`src/rtl/ccu_pkg.sv`:
```
package ccu_pkg;
  localparam int REG_W    = 8;
  localparam int ADDR_W   = 2;
  localparam int LVL_W    = 3;
  localparam int DIV_W    = 4;
  localparam int F8_DIV   = 8;
  localparam int F32_DIV  = 32;
  localparam int PCNT_W   = $clog2(F32_DIV);
  localparam int F8_W     = $clog2(F8_DIV);

  localparam logic [ADDR_W-1:0] A_GUARD = 2'd0;
  localparam logic [ADDR_W-1:0] A_CFGA  = 2'd1;
  localparam logic [ADDR_W-1:0] A_CFGB  = 2'd2;

  typedef struct packed {
    logic       periph_stop;
    logic       main_stop;
    logic       sel_sub;
    logic       div8;
    logic [1:0] ratio;
  } ccu_cfg_t;
endpackage

```
`src/rtl/ccu_regs.sv`:
```
module ccu_regs
  import ccu_pkg::*;
(
  input  logic              clk,
  input  logic              rst_n,
  input  logic              wr,
  input  logic [ADDR_W-1:0] addr,
  input  logic [REG_W-1:0]  wdata,
  output logic [REG_W-1:0]  rdata,
  output ccu_cfg_t          cfg
);
  logic       guard_q;
  logic [3:0] cfga_q;
  logic [1:0] cfgb_q;
  logic       unused_wbits;

  assign unused_wbits = ^wdata[5:4];

  always_ff @(posedge clk or negedge rst_n) begin
    if (!rst_n) begin
      guard_q <= 1'b0;
      cfga_q  <= 4'b0001;
      cfgb_q  <= 2'b00;
    end else if (wr) begin
      case (addr)
        A_GUARD: guard_q <= wdata[0];
        A_CFGA:  if (guard_q) cfga_q <= wdata[3:0];
        A_CFGB:  if (guard_q) cfgb_q <= wdata[7:6];
        default: ;
      endcase
    end
  end

  always_comb begin
    rdata = '0;
    case (addr)
      A_GUARD: rdata[0]   = guard_q;
      A_CFGA:  rdata[3:0] = cfga_q;
      A_CFGB:  rdata[7:6] = cfgb_q;
      default: rdata = '0;
    endcase
  end

  assign cfg.div8        = cfga_q[0];
  assign cfg.sel_sub     = cfga_q[1];
  assign cfg.main_stop   = cfga_q[2];
  assign cfg.periph_stop = cfga_q[3];
  assign cfg.ratio       = cfgb_q;


  locked_cfg_chk: assert property (@(posedge clk) disable iff (!rst_n)
    !guard_q |=> ($stable(cfga_q) && $stable(cfgb_q)));
endmodule

```
`src/rtl/ccu_clkgen.sv`:
```
module ccu_clkgen
  import ccu_pkg::*;
(
  input  logic     clk,
  input  logic     rst_n,
  input  ccu_cfg_t cfg,
  input  logic     main_tick,
  input  logic     sub_tick,
  input  logic     in_wait,
  output logic     main_osc_en,
  output logic     cpu_ce,
  output logic     f1_ce,
  output logic     f8_ce,
  output logic     f32_ce
);
  logic              src_tick;
  logic              periph_hold;
  logic [DIV_W-1:0]  dcnt_q;
  logic [DIV_W-1:0]  dmask;
  logic [PCNT_W-1:0] pcnt_q;

  assign main_osc_en = !cfg.main_stop;
  assign src_tick    = cfg.sel_sub ? sub_tick : (main_tick && !cfg.main_stop);

  always_comb begin
    if (cfg.div8) dmask = DIV_W'(7);
    else begin
      case (cfg.ratio)
        2'b00:   dmask = DIV_W'(0);
        2'b01:   dmask = DIV_W'(1);
        2'b10:   dmask = DIV_W'(3);
        default: dmask = DIV_W'(15);
      endcase
    end
  end

  always_ff @(posedge clk or negedge rst_n) begin
    if (!rst_n)        dcnt_q <= '0;
    else if (in_wait)  dcnt_q <= '0;
    else if (src_tick) dcnt_q <= dcnt_q + 1'b1;
  end

  assign cpu_ce = src_tick && !in_wait && ((dcnt_q & dmask) == dmask);

  assign periph_hold = in_wait && cfg.periph_stop && !cfg.sel_sub;
  assign f1_ce       = src_tick && !periph_hold;

  always_ff @(posedge clk or negedge rst_n) begin
    if (!rst_n)     pcnt_q <= '0;
    else if (f1_ce) pcnt_q <= pcnt_q + 1'b1;
  end

  assign f8_ce  = f1_ce && (&pcnt_q[F8_W-1:0]);
  assign f32_ce = f1_ce && (&pcnt_q);


  cpu_quiet_chk: assert property (@(posedge clk) disable iff (!rst_n)
    in_wait |-> !cpu_ce);

  f8_nested_chk: assert property (@(posedge clk) disable iff (!rst_n)
    (f8_ce || f32_ce) |-> f1_ce);

  periph_frozen_chk: assert property (@(posedge clk) disable iff (!rst_n)
    (in_wait && cfg.periph_stop && !cfg.sel_sub) |=>
      ((in_wait && cfg.periph_stop && !cfg.sel_sub) -> $stable(pcnt_q)));
endmodule

```
`src/rtl/ccu_wake.sv`:
```
module ccu_wake
  import ccu_pkg::*;
#(
  parameter int NUM_IRQ = 4
) (
  input  logic                     clk,
  input  logic                     rst_n,
  input  logic                     wait_req,
  input  logic [NUM_IRQ-1:0]       irq_req,
  input  logic [NUM_IRQ-1:0]       irq_en,
  input  logic [NUM_IRQ*LVL_W-1:0] irq_lvl,
  input  logic                     i_flag,
  input  logic [LVL_W-1:0]         ipl,
  output logic                     in_wait,
  output logic                     wake
);
  logic [NUM_IRQ-1:0] qual;
  logic               hit;

  for (genvar k = 0; k < NUM_IRQ; k++) begin : g_qual
    assign qual[k] = irq_req[k] && irq_en[k] &&
                     (irq_lvl[k*LVL_W +: LVL_W] > ipl);
  end

  assign hit = i_flag && (|qual);

  always_ff @(posedge clk or negedge rst_n) begin
    if (!rst_n) begin
      in_wait <= 1'b0;
      wake    <= 1'b0;
    end else begin
      wake <= 1'b0;
      if (in_wait) begin
        if (hit) begin
          in_wait <= 1'b0;
          wake    <= 1'b1;
        end
      end else if (wait_req) begin
        in_wait <= 1'b1;
      end
    end
  end


  wake_single_chk: assert property (@(posedge clk) disable iff (!rst_n)
    wake |=> !wake);

  wake_exit_chk: assert property (@(posedge clk) disable iff (!rst_n)
    wake |-> !in_wait);

  wait_entry_chk: assert property (@(posedge clk) disable iff (!rst_n)
    (!in_wait && wait_req) |=> in_wait);
endmodule

```
`src/rtl/clk_ctrl_unit.sv`:
```
module clk_ctrl_unit
  import ccu_pkg::*;
#(
  parameter int NUM_IRQ = 4
) (
  input  logic                     clk,
  input  logic                     rst_n,
  input  logic                     reg_wr,
  input  logic [1:0]               reg_addr,
  input  logic [7:0]               reg_wdata,
  output logic [7:0]               reg_rdata,
  input  logic                     main_tick,
  input  logic                     sub_tick,
  output logic                     main_osc_en,
  output logic                     cpu_ce,
  output logic                     f1_ce,
  output logic                     f8_ce,
  output logic                     f32_ce,
  input  logic                     wait_req,
  input  logic [NUM_IRQ-1:0]       irq_req,
  input  logic [NUM_IRQ-1:0]       irq_en,
  input  logic [NUM_IRQ*3-1:0]     irq_lvl,
  input  logic                     i_flag,
  input  logic [2:0]               ipl,
  output logic                     in_wait,
  output logic                     wake
);
  ccu_cfg_t cfg;

  ccu_regs u_regs (
    .clk(clk), .rst_n(rst_n), .wr(reg_wr), .addr(reg_addr),
    .wdata(reg_wdata), .rdata(reg_rdata), .cfg(cfg)
  );

  ccu_clkgen u_clkgen (
    .clk(clk), .rst_n(rst_n), .cfg(cfg), .main_tick(main_tick),
    .sub_tick(sub_tick), .in_wait(in_wait), .main_osc_en(main_osc_en),
    .cpu_ce(cpu_ce), .f1_ce(f1_ce), .f8_ce(f8_ce), .f32_ce(f32_ce)
  );

  ccu_wake #(.NUM_IRQ(NUM_IRQ)) u_wake (
    .clk(clk), .rst_n(rst_n), .wait_req(wait_req), .irq_req(irq_req),
    .irq_en(irq_en), .irq_lvl(irq_lvl), .i_flag(i_flag), .ipl(ipl),
    .in_wait(in_wait), .wake(wake)
  );


  main_off_chk: assert property (@(posedge clk) disable iff (!rst_n)
    (!main_osc_en && !(reg_rdata == reg_rdata ? 1'b0 : 1'b1) && main_tick && !sub_tick)
      |-> !f1_ce);
endmodule

```
`config.mk`:
```
export PLATFORM = sky130hd
export DESIGN_NAME = clk_ctrl_unit
export DESIGN_NICKNAME = d
export VERILOG_FILES = /design/src/rtl/ccu_pkg.sv /design/src/rtl/ccu_regs.sv /design/src/rtl/ccu_clkgen.sv /design/src/rtl/ccu_wake.sv /design/src/rtl/clk_ctrl_unit.sv
export SDC_FILE = /design/constraint.sdc
export NUM_CORES = 1
export LEC_CHECK = 0
export CAP_MARGIN = 10
export CORE_ASPECT_RATIO = 0.8
export CORE_MARGIN = 8
export CORE_UTILIZATION = 60
export DETAILED_ROUTE_END_ITERATION = 12
export DONT_BUFFER_PORTS = 1
export GPL_TIMING_DRIVEN = 0
export PLACE_DENSITY = 0.88
export SLEW_MARGIN = 20
export SYNTH_ARGS = -nofsm -noshare
export SYNTH_HDL_FRONTEND = slang
export SYNTH_SLANG_ARGS = --single-unit
```
`constraint.sdc`:
```
create_clock -name clk -period 3.8 [get_ports clk]
set_clock_uncertainty 0.2 [all_clocks]
set_input_delay 0.38 -clock clk [delete_from_list [all_inputs] [get_ports clk]]
set_output_delay 0.38 -clock clk [all_outputs]
set_load 0.02 [all_outputs]
```
After elaboration in Yosys (flattened, before gate mapping)
Cells that the tools add are included.

cells by class
  add/sub/neg operators = 2
  order comparisons = 4
  equality and inequality tests = 5
  multiplexer cells = 13
  bitwise operators = 1
  reduce and logical (&&, ||, !) cells = 30

operators with widths
  operator                                             number
  logical AND 1 bit                                    17
  greater-than comparator 3 bit                        4
  two-way mux 4 bit                                    3
  case mux 4 bit (3 select lines)                      1
  AND reduction 3 bit                                  3
  two-way mux 1 bit                                    6
  adder 5 x 1 -> 5 bit, second input constant          1
  AND reduction 5 bit                                  1
  adder 4 x 1 -> 4 bit, second input constant          1
  AND 4 bit                                            1
  equality test 2 x 1 -> 1 bit, second input constant  2
  equality test 2 bit, second input constant           2
  equality test 4 bit                                  1
  zero test 1 bit                                      4
  zero test 2 bit                                      2
  OR reduction 4 bit                                   1
  two-way mux 3 bit                                    1
  two-way mux 2 bit                                    1
  case mux 1 bit (2 select lines)                      1
  AND reduction 2 bit                                  1
  nonzero test 2 bit                                   1

word-level totals
  register bits after elaboration = 18
  bits of input ports = 40
  output and inout port bits = 15
  word-level logic and storage cells = 62

Longest topological paths before layout
Gate-level depths: netlist of the first run.

  depth after elaboration = 6
  gate-level depth with buffers = 7
  depth with buffers taken out = 7

Modules after synthesis
From an unflattened synthesis of the first run, not the netlist that was laid out.

second synthesis, totals
  cell total of the unflattened synthesis = 117
  area total of the unflattened synthesis = 1,267.5 um2

modules (own cells, without submodules)
  module      instances  cells each  area each (um2)  sequential area each (um2)
  ccu_clkgen  1          49          551.8            225.2
  ccu_regs    1          28          364.1            176.4
  ccu_wake    1          40          351.6            50.0

Least setup slack after synthesis of the first run
Ideal clock, no wire load.

  path kind = input to register
  start = input port ipl[1]
  end = register u_wake.in_wait
  setup time = 71 ps
  arrival time = 1,566 ps
  required time = 3,529 ps
  path slack = 1,963 ps
  cell stages on the path = 7
  buffers on the path = 0
  path through = inv_1 ha_1 nor2b_2 o311ai_1 o22ai_1 o311a_1 nor2_1

between the ends
  word-level cells in the longest chain between the ends = 6
  elaborated cells on any way between the ends = 12
  those cells by class = order compare (4); mux (2); reduce/logical (6)

RTL lines
  element                        RTL line             RTL
  start, declared                clk_ctrl_unit.sv:24  input logic [2:0] ipl,
  greater-than comparator 3 bit  ccu_wake.sv:22       (irq_lvl[k*LVL_W +: LVL_W] > ipl);
  logical AND 1 bit              ccu_wake.sv:21       assign qual[k] = irq_req[k] && irq_en[k] &&
  OR reduction 4 bit (*)         ccu_wake.sv:25       assign hit = i_flag && (|qual);
  logical AND 1 bit (*)          ccu_wake.sv:25
  two-way mux 1 bit (*)          ccu_wake.sv:34       if (hit) begin
  two-way mux 1 bit (*)          ccu_wake.sv:33       if (in_wait) begin
  end signal, assigned           ccu_wake.sv:29       in_wait <= 1'b0;
  end signal, assigned           ccu_wake.sv:35       in_wait <= 1'b0;
  end signal, assigned           ccu_wake.sv:39       in_wait <= 1'b1;
  end, declared                  ccu_wake.sv:14       output logic in_wait,

Every way passes the cells marked *; elsewhere a longest branch is shown, timed or not.
A chain may end at the register's enable or synchronous reset.

Worst setup path in the final report of the first run
  start = register u_regs.cfga_q[1]
  end = output port f32_ce

between the ends
  word-level cells in the longest chain between the ends = 5
  elaborated cells on any way between the ends = 6
  those cells by class = mux (1); reduce/logical (5)

RTL lines
  element                 RTL line             RTL
  start, declared         ccu_regs.sv:13       logic [3:0] cfga_q;
  start signal, assigned  ccu_regs.sv:27       A_CFGA: if (guard_q) cfga_q <= wdata[3:0];
  zero test 1 bit         ccu_clkgen.sv:45     assign periph_hold = in_wait && cfg.periph_stop && !cfg.sel_sub;
  logical AND 1 bit       ccu_clkgen.sv:45
  zero test 1 bit         ccu_clkgen.sv:46     assign f1_ce = src_tick && !periph_hold;
  logical AND 1 bit (*)   ccu_clkgen.sv:46
  named net f1_ce         clk_ctrl_unit.sv:16  output logic f1_ce,
  logical AND 1 bit (*)   ccu_clkgen.sv:54     assign f32_ce = f1_ce && (&pcnt_q);
  end, declared           clk_ctrl_unit.sv:18  output logic f32_ce,

Mark *: on every way through the listed nets, which the timed path passes. The rest lies on a longest branch.

==> reports/metrics.cfg, run 1 <==
[critical_path]
cpPeakStageDelay_ps=440
cp_cell_sequence=nor2_1 -> a22oi_2 -> a31oi_4 -> and2_1
crit_path_start=u_regs.cfga_q[1]
crit_arrival_ps=1720
crit_path_end_kind=output port
reg2reg_depth=4
crit-reg2reg-launch=u_regs.cfga_q[1]
endpoint=f32_ce
critPathBufInv=0
path_class=flop to output port
crit_fanout=8
cp_top_family=compound AO/OA/AOI/OAI gates
cp-start-kind=flop
r2r-end=u_clkgen.pcnt_q[1]
path_depth=4
rrSetupSlack_ps=2010
crit_slowest_cell=dfrtp_1
crit_required_ps=3220

[timing]
maxSlewViolCount=0
rsz0062_at_grt=false
setup-tns-final_ps=0
min_period_over_period_pct=60.6
tightestPinTransition_ps=795
setup_viol=0
relSlewSlack_pct=46.8
period_minus_slack_ps=2300
clock.fmax_ghz=0.434
hold_viol=0

[logic_synthesis]
async_flop_share_pct=100
syn-cell-area_um2=1220
synth.distinct_cells=34
ys_ff_latch=18
synthCells=116
syn_area_per_cell_um2=10.5
synth-warning-count=0
synth-edff-count=0
synth_seq_area_share_pct=37.1
synth_top_flop_cell=dfrtp_1

[power]
pwr-share-clk_pct=18.6
peakVddDrop_mv=0.396
comb_power_share_pct=34.5
switching_share_pct=36.5
p_seq_share_pct=46.9
p_leak_nw=0.624
p_switching_mw=0.240
power_density_nw_per_um2=500
p_int_mw=0.419

[clock_tree]
post_cts_buffers=0
clk_pin_slew_worst_paths_ps=110
ctsResizeCount=0
insertion_delay_ps=310
clock-sinks=18
hold_buffers=1
clockBufferDepth=2
numCtsBuffers=3
cts_max_level=1
cts_tree=yes
clock-root-buffer=clkbuf_4

[global_route]
grt_first_pass_wirelength_um=4420
grt_pass1_vias=974
use_met1_pct=15.5
grt_remaining_overflow=0
grt_start_max_net_pins=19
gr-usage-met2_pct=26.3
top_usage_layer=met2
antenna_found_initial=0
grt_usage_pct=15.2
met3_usage_pct=6.93

[placed_design]
io_buffers=0
place_congestion=0.746
hpwl_um=2290
dp.cells=141

[floorplanning]
die_h_um=56.3
die_w_um=66.4
ios=55
rows=14
start_util_pct=64.4
core_um2=1890
design.die.area_um2=3740

[drt]
antenna_left=0
wl_per_cell_um=18.5
drt_wl_total_um=2740
drt-initial-drc-count=21
viasPerCell=5.99
vias=886
drc=0
first_pass_iters=5

[status]
status=completed

[flow_run]
maxCapViolCount=0

[finish]
final_cells=148
synthToLayoutAreaGrowth_pct=8.21
drive_above_1_share_pct=17.7
diodes=0
nNetsFinal=181
fin_util_pct=69.7

[min_path]
hp-class=input port to flop

metal layers:
metal	wire length, um	part of all wire (%)	vias up
li1	-	-	432
met1	1030	38	417
met2	1480	54	31
met3	190	6.9	6
met4	39	1.4	0
met5	0	0	-
layout make-up:
cell class | count | area (um^2)
tap | 24 | 30.0
sequential | 18 | 452
clock buffer | 4 | 36.3
inverter | 9 | 33.8
timing repair buffer | 3 | 30.0
fill | 148 | 573
multi-input combinational | 87 | 717
buffer | 3 | 20.0
how the worst min path moves through the flow:
stage                             from            endpoint  slack, ps  cells past startpoint
final                           i_flag         u_wake.wake         20                      1
after global placement           rst_n  u_clkgen.pcnt_q[4]       -120                      0
after CTS                 reg_wdata[6]    u_regs.cfgb_q[0]          7                      1
after detailed placement         rst_n  u_clkgen.pcnt_q[3]       -120                      0
after floorplan                  rst_n  u_clkgen.dcnt_q[0]       -120                      0
after global routing            i_flag         u_wake.wake          2                      1
cells by family (layout without fill, tap and decap cells):
logic type,after synthesis,count (layout),synth area share (%)
compound gates,18,18,12.8
buf+inv,12,19,4.41
fa+ha+maj,16,16,16.4
simple gates,35,35,15.2
mux,12,12,10.9
flops,18,18,37.1
xor+xnor,4,4,2.88
other cells,1,2,0.308
layout by cell type, fill, tap and decap left out, drive strengths merged:
master        n
dfstp         1
and2b         1
a21oi         1
mux2         10
o311ai        4
dfrtp        17
nor2b         6
a211oi        1
inv           9
nor3          1
o21ai         4
clkbuf        4
and2          7
dlygate4sd3   3
mux2i         2
a21o          1
and3          1
nand4         1
nand3         5
ha           16
o22ai         1
nor2         10
conb          2
or3           1
a311oi        2
a22oi         1
xnor2         3
a31oi         2
nand2         2
o311a         1
xor2          1
buf           3
flip-flops by register name, summed over array words and instances, names as in the netlist:
name             count
u_clkgen.pcnt_q      5
u_clkgen.dcnt_q      4
u_regs.cfga_q        4
u_regs.cfgb_q        2
u_regs.guard_q       1
u_wake.in_wait       1
u_wake.wake          1
power by group through the flow:
stage	registers (mW)	clock network (mW)	logic, mW
2_1_floorplan	0.297	0	0.191
3_5_place_dp	0.314	0	0.224
6_report	0.309	0.123	0.228
3_3_place_gp	0.309	0	0.209
5_1_grt	0.319	0.134	0.258
4_1_cts	0.309	0.125	0.230
worst reg2reg max path: stages (launching register included):
cell and delay [ps]:
dfrtp_1 440, nor2_1 140, a22oi_2 150, a31oi_4 380, mux2_2 390
cells in the mapped netlist (all sizes together), types with 2 or more instances:
master	number	area [um^2]
a311oi	2	17.5
a31oi	2	27.5
and2	7	43.8
buf	3	20.0
dfrtp	17	425
ha	16	200
inv	9	33.8
mux2	10	113
mux2i	2	20.0
nand2	2	7.51
nand3	5	25.0
nor2	10	37.5
nor2b	6	40.0
o21ai	4	20.0
o311ai	4	42.6
xnor2	3	26.3
through the flow:
stage	power, mW	worst slack, ps	cell area [um^2]	hold slack (ps)
after floorplan	0.489	1960	1220	-116
after global placement	0.518	1850	1250	-115
after detailed placement	0.538	1760	1250	-115
after CTS	0.664	1480	1300	6.53
after global routing	0.711	1400	1320	1.92
final	0.659	1500	1320	19.3
No activity file was read; power rests on OpenSTA's default activity.
==> inputs of run 2 (changes only) <==
- CORE_UTILIZATION: 60 -> 56
- PLACE_DENSITY: 0.88 -> 0.86
- clock period: 3.8 -> 2.01 ns (I/O delays scaled with it)
==> reports/metrics.cfg, run 2 (synthesis results as in run 1) <==
[global_route]
grt_start_max_net_pins=19  ; unchanged
grt_remaining_overflow=0  ; unchanged
antenna_found_initial=0  ; unchanged
grt_usage_pct=14.6  ; was 15.2%
grt_first_pass_wirelength_um=4480  ; was 4420 um
grt_pass1_vias=989  ; was 974

[floorplanning]
design.die.area_um2=3930  ; was 3740 um^2
die_h_um=57.7  ; was 56.3 um
die_w_um=68.2  ; was 66.4 um
ios=55  ; unchanged
core_um2=2100  ; was 1890 um^2
rows=15  ; was 14
start_util_pct=58.0  ; was 64.4%

[finish]
regMostFlops=u_clkgen.pcnt_q  ; unchanged
final_cells=164  ; was 148
fill_cells=163  ; was 148
diodes=0  ; unchanged
final_area_um2=1480  ; was 1320 um^2
seqCellArea_um2=453  ; was 452 um^2
multi_input_area_um2=736  ; was 717 um^2
fin_util_pct=70.6  ; was 69.7%
largest_registers=u_clkgen.pcnt_q: 5 flops, u_clkgen.dcnt_q: 4 flops, u_regs.cfga_q: 4 flops  ; unchanged
largest_reg_flops=5  ; unchanged
synthToLayoutAreaGrowth_pct=21.8  ; was 8.21%
drive_above_1_share_pct=23.0  ; was 17.7%
final_cell_mix=ha_1 (16), dfrtp_1 (16), dlygate4sd3_1 (13)  ; was dfrtp_1 (17), ha_1 (16), nor2_1 (10), mux2_2 (10), inv_1 (9)
nNetsFinal=196  ; was 181

[status]
status=complete, but fails checks  ; was completed
violations=negative setup slack

[drt]
drt-initial-drc-count=37  ; was 21
wl_per_cell_um=17.8  ; was 18.5 um
drc=0  ; unchanged
drt_wl_total_um=2910  ; was 2740 um
first_pass_iters=4  ; was 5
vias=958  ; was 886
viasPerCell=5.84  ; was 5.99
antenna_left=0  ; unchanged

[clock_tree]
clk_pin_slew_worst_paths_ps=110  ; about the same
numCtsBuffers=3  ; unchanged
cts_max_level=1  ; unchanged
insertion_delay_ps=290  ; was 310 ps
clock-sinks=18  ; unchanged
clockBufferDepth=2  ; unchanged
cts_tree=yes  ; unchanged
clock-root-buffer=clkbuf_4  ; unchanged

[timing]
period_minus_slack_ps=2010
relSlewSlack_pct=44.9  ; was 46.8%
min_period_over_period_pct=100
hold_viol=0  ; unchanged
tightestPinTransition_ps=824  ; was 795 ps
clock.fmax_ghz=0.497
setup_viol=2  ; was 0
maxSlewViolCount=0  ; unchanged
rsz0062_at_grt=true  ; was false
setup-tns-final_ps=-6.57  ; was 0 ps
fin_ws_ps=-3.48  ; was 1500 ps

[critical_path]
crit_arrival_ps=1610  ; was 1720 ps
crit_fanout=8  ; unchanged
path_class=flop to output port  ; unchanged
crit_path_end_kind=output port  ; unchanged
crit_required_ps=1610  ; was 3220 ps
cp-start-kind=flop  ; unchanged

[placed_design]
dp.cells=142  ; was 141
dp_slack_ps=181  ; was 1760 ps
io_buffers=0  ; unchanged
place_area_um2=1250  ; about the same
hpwl_um=2220  ; was 2290 um
place_congestion=0.728  ; was 0.746

[power]
p_switching_mw=0.492  ; was 0.240 mW
pwr-share-clk_pct=16.6  ; was 18.6%
peakVddDrop_mv=0.581  ; was 0.396 mV
p_leak_nw=0.701  ; was 0.624 nW
switching_share_pct=36.1  ; was 36.5%
comb_power_share_pct=40.2  ; was 34.5%
power_density_nw_per_um2=918  ; was 500 nW/um^2
p_int_mw=0.871  ; was 0.419 mW
p_seq_share_pct=43.2  ; was 46.9%

[min_path]
hp-class=input port to flop  ; unchanged

[flow_run]
maxCapViolCount=0  ; unchanged

[run 2: cell types whose count changed in the layout (fill, tap and decap cells not counted), sizes merged]
cell,delta
dlygate4sd3,+10
buf,+5
[run 2: power groups by stage]
stage          combinational (mW)  clock [mW]  sequential, mW
3_3_place_gp                0.395           0           0.583
5_1_grt                     0.607       0.243           0.603
2_1_floorplan               0.362           0           0.562
3_5_place_dp                0.426           0           0.592
6_report                    0.548       0.227           0.588
4_1_cts                     0.505       0.230           0.584
[run 2: path summary, 6_finish.rpt]
check	start	end	slack, ps	cells past startpoint
min	reg_wr	u_regs.cfga_q[2]	70	2
min reg2reg	u_clkgen.pcnt_q[3]	u_clkgen.pcnt_q[3]	290	1
min in group asynchronous	rst_n	u_clkgen.pcnt_q[2]	230	1
max	u_regs.cfga_q[1]	f8_ce	-3	4
max in group asynchronous	rst_n	u_wake.in_wait	820	1
max reg2reg	u_regs.cfga_q[1]	u_clkgen.pcnt_q[1]	250	4
[run 2: area by class of cell]
type	count	area share, %
Timing Repair Buffer	18	11.3
Buffer	3	1.77
Tap cell	25	2.11
Sequential cell	18	30.5
Inverter	9	2.28
Clock buffer	4	2.45
Multi-Input combinational cell	87	49.6
[run 2: layer usage]
layer | GRT usage [%] | share of wire [%] | wire length [um]
met5 | 0 | 0 | 0
met4 | 3.50 | 0.72 | 21
met3 | 5.19 | 5.8 | 169
met2 | 26.7 | 53 | 1560
met1 | 15.2 | 40 | 1170
[run 2: stage by stage]
step | hold slack [ps] | power (mW)
final | 69.0 | 1.36
after detailed placement | -294 | 1.02
after global routing | 82.4 | 1.45
after global placement | -294 | 0.978
after floorplan | -295 | 0.924
after CTS | 59.9 | 1.32
[run 2: timing repair]
item | CTS | global route
pin swaps | 3 | 3
hold endpoints to repair | 27 | 0
setup endpoints to repair | 3 | 2
hold buffers | 13 | 0
gates resized for setup | 8 | 2
setup buffers | 2 | 3
[run 2: critical path, stage by stage (launching register included)]
cell	delay, ps
dfrtp_1	440
nor2_2	140
a22oi_2	90
a31oi_4	390
and2_4	260
==> inputs of run 3 (changes only) <==
--- a/config.mk
+++ b/config.mk
@@ -13,3 +13,2 @@
 export DONT_BUFFER_PORTS = 1
-export GPL_TIMING_DRIVEN = 0
 export PLACE_DENSITY = 0.86
--- a/constraint.sdc
+++ b/constraint.sdc
@@ -4,2 +4,2 @@
 set_output_delay 0.201 -clock clk [all_outputs]
-set_load 0.02 [all_outputs]
+set_load 0.005 [all_outputs]
==> reports/metrics.cfg, run 3 (synthesis results as in run 1) <==
[clock_tree]
cts_max_level=1  ; unchanged
clock-root-buffer=clkbuf_4  ; unchanged
clk_pin_slew_worst_paths_ps=90  ; was 110 ps
numCtsBuffers=3  ; unchanged
clock-sinks=18  ; unchanged
insertion_delay_ps=290  ; about the same
cts_tree=yes  ; unchanged
clockBufferDepth=2  ; unchanged

[global_route]
grt_first_pass_wirelength_um=4420  ; was 4480 um
grt_usage_pct=14.6  ; about the same
antenna_found_initial=0  ; unchanged
grt_pass1_vias=1001  ; was 989
use_met1_pct=14.7  ; was 15.2%
gr-usage-met2_pct=25.3  ; was 26.7%
top_usage_layer=met2  ; unchanged
grt_start_max_net_pins=19  ; unchanged
grt_remaining_overflow=0  ; unchanged
met3_usage_pct=6.54  ; was 5.19%

[power]
peakVddDrop_mv=0.598  ; was 0.581 mV
power_density_nw_per_um2=881  ; was 918 nW/um^2
p_leak_nw=0.664  ; was 0.701 nW
p_seq_share_pct=46.4  ; was 43.2%
p_int_mw=0.842  ; was 0.871 mW
pwr-share-clk_pct=17.7  ; was 16.6%
p_switching_mw=0.407  ; was 0.492 mW
comb_power_share_pct=35.9  ; was 40.2%
switching_share_pct=32.6  ; was 36.1%

[finish]
final_cells=158  ; was 164
drive_above_1_share_pct=18.0  ; was 23.0%
final_cell_mix=dfrtp_1 (17), ha_1 (16), dlygate4sd3_1 (12)  ; was ha_1 (16), dfrtp_1 (16), dlygate4sd3_1 (13)
fin_util_pct=67.4  ; was 70.6%
largest_reg_flops=5  ; unchanged
fill_cells=156  ; was 163
regMostFlops=u_clkgen.pcnt_q  ; unchanged
synthToLayoutAreaGrowth_pct=16.3  ; was 21.8%
diodes=0  ; unchanged
largest_registers=u_clkgen.pcnt_q: 5 flops, u_clkgen.dcnt_q: 4 flops, u_regs.cfga_q: 4 flops  ; unchanged
nNetsFinal=190  ; was 196
mostFrequentLayoutCell=dfrtp_1
final_area_um2=1420  ; was 1480 um^2

[min_path]
hp-class=input port to flop  ; unchanged

[critical_path]
crit_fanout=8  ; unchanged
critPathBufInv=0  ; unchanged
crit_required_ps=1610  ; about the same
cp-start-kind=flop  ; unchanged
path_class=flop to output port  ; unchanged
cp_cell_sequence=nor2_2 -> a22oi_2 -> a31oi_4 -> and2_4  ; unchanged
cpPeakStageDelay_ps=450  ; was 440 ps
crit_slowest_cell=dfrtp_1  ; unchanged
crit_arrival_ps=1460  ; was 1610 ps
cp_top_family=flip-flops  ; was compound AO/OA/AOI/OAI gates
crit_path_end_kind=output port  ; unchanged

[floorplanning]
rows=15  ; unchanged
start_util_pct=58.0  ; unchanged
core_um2=2100  ; unchanged
die_w_um=68.2  ; unchanged
die_h_um=57.7  ; unchanged
design.die.area_um2=3930  ; unchanged
ios=55  ; unchanged

[timing]
tightestPinTransition_ps=791  ; was 824 ps
maxSlewViolCount=0  ; unchanged
hold_viol=0  ; unchanged
min_period_over_period_pct=92.5  ; was 100%
relSlewSlack_pct=47.1  ; was 44.9%
setup-tns-final_ps=0  ; was -6.57 ps
clock.fmax_ghz=0.538  ; was 0.497 GHz
rsz0062_at_grt=false  ; was true
setup_viol=0  ; was 2
period_minus_slack_ps=1860  ; was 2010 ps

[drt]
wl_per_cell_um=17.2  ; was 17.8 um
drt-initial-drc-count=84  ; was 37
first_pass_iters=4  ; unchanged
drc=0  ; unchanged
viasPerCell=5.90  ; was 5.84
vias=932  ; was 958
drt_wl_total_um=2720  ; was 2910 um
antenna_left=0  ; unchanged

[status]
status=completed  ; was complete, but fails checks

[placed_design]
place_area_um2=1240  ; was 1250 um^2
hpwl_um=2250  ; was 2220 um
place_congestion=0.725  ; was 0.728
dp.cells=140  ; was 142
io_buffers=0  ; unchanged

[flow_run]
maxCapViolCount=0  ; unchanged

[run 3: power by group through the flow]
| stage | logic, mW | registers [mW] | clock network, mW |
|---|---|---|---|
| after floorplan | 0.320 | 0.556 | 0 |
| after global placement | 0.351 | 0.576 | 0 |
| after detailed placement | 0.382 | 0.584 | 0 |
| after CTS | 0.431 | 0.577 | 0.232 |
| after global routing | 0.504 | 0.597 | 0.244 |
| final | 0.448 | 0.580 | 0.221 |
[run 3: repair_timing]
action	4_1_cts	5_1_grt
gates resized for setup	0	2
endpoints found under the setup margin	0	2
endpoints found under the hold margin	27	0
setup buffers	0	2
hold buffers	12	0
[run 3: final timing paths]
check	startpoint	endpoint	slack, ps	cells past startpoint
worst max-delay path	u_regs.cfga_q[1]	f8_ce	150	4
worst min-delay path	reg_wr	u_regs.cfga_q[1]	60	2
worst max register to register	u_regs.guard_q	u_regs.cfgb_q[0]	260	3
worst min register to register	u_clkgen.pcnt_q[3]	u_clkgen.pcnt_q[3]	300	1
max in group asynchronous	rst_n	u_regs.guard_q	900	1
min in group asynchronous	rst_n	u_clkgen.dcnt_q[2]	220	1
[run 3: through the flow]
stage | power [mW] | hold slack [ps] | setup slack [ps]
after global routing | 1.34 | 60.0 | 13.9
after floorplan | 0.875 | -295 | 352
final | 1.25 | 55.7 | 152
after CTS | 1.24 | 44.6 | 52.0
after global placement | 0.927 | -294 | 256
after detailed placement | 0.966 | -294 | 167
[run 3: layout make-up]
| cell class | count | area, um^2 | area share (%) |
|---|---|---|---|
| timing repair buffer | 15 | 143 | 10.1 |
| clock buffer | 4 | 36.3 | 2.56 |
| multi-input combinational | 87 | 722 | 50.9 |
| inverter | 9 | 33.8 | 2.38 |
| tap | 25 | 31.3 | 2.21 |
| sequential | 18 | 452 | 31.9 |
[run 3: per-layer routing]
metal / up-vias / wire length [um]
li1: 445 / -
met4: 0 / 59
met3: 7 / 212
met1: 449 / 992
met2: 31 / 1460
met5: - / 0
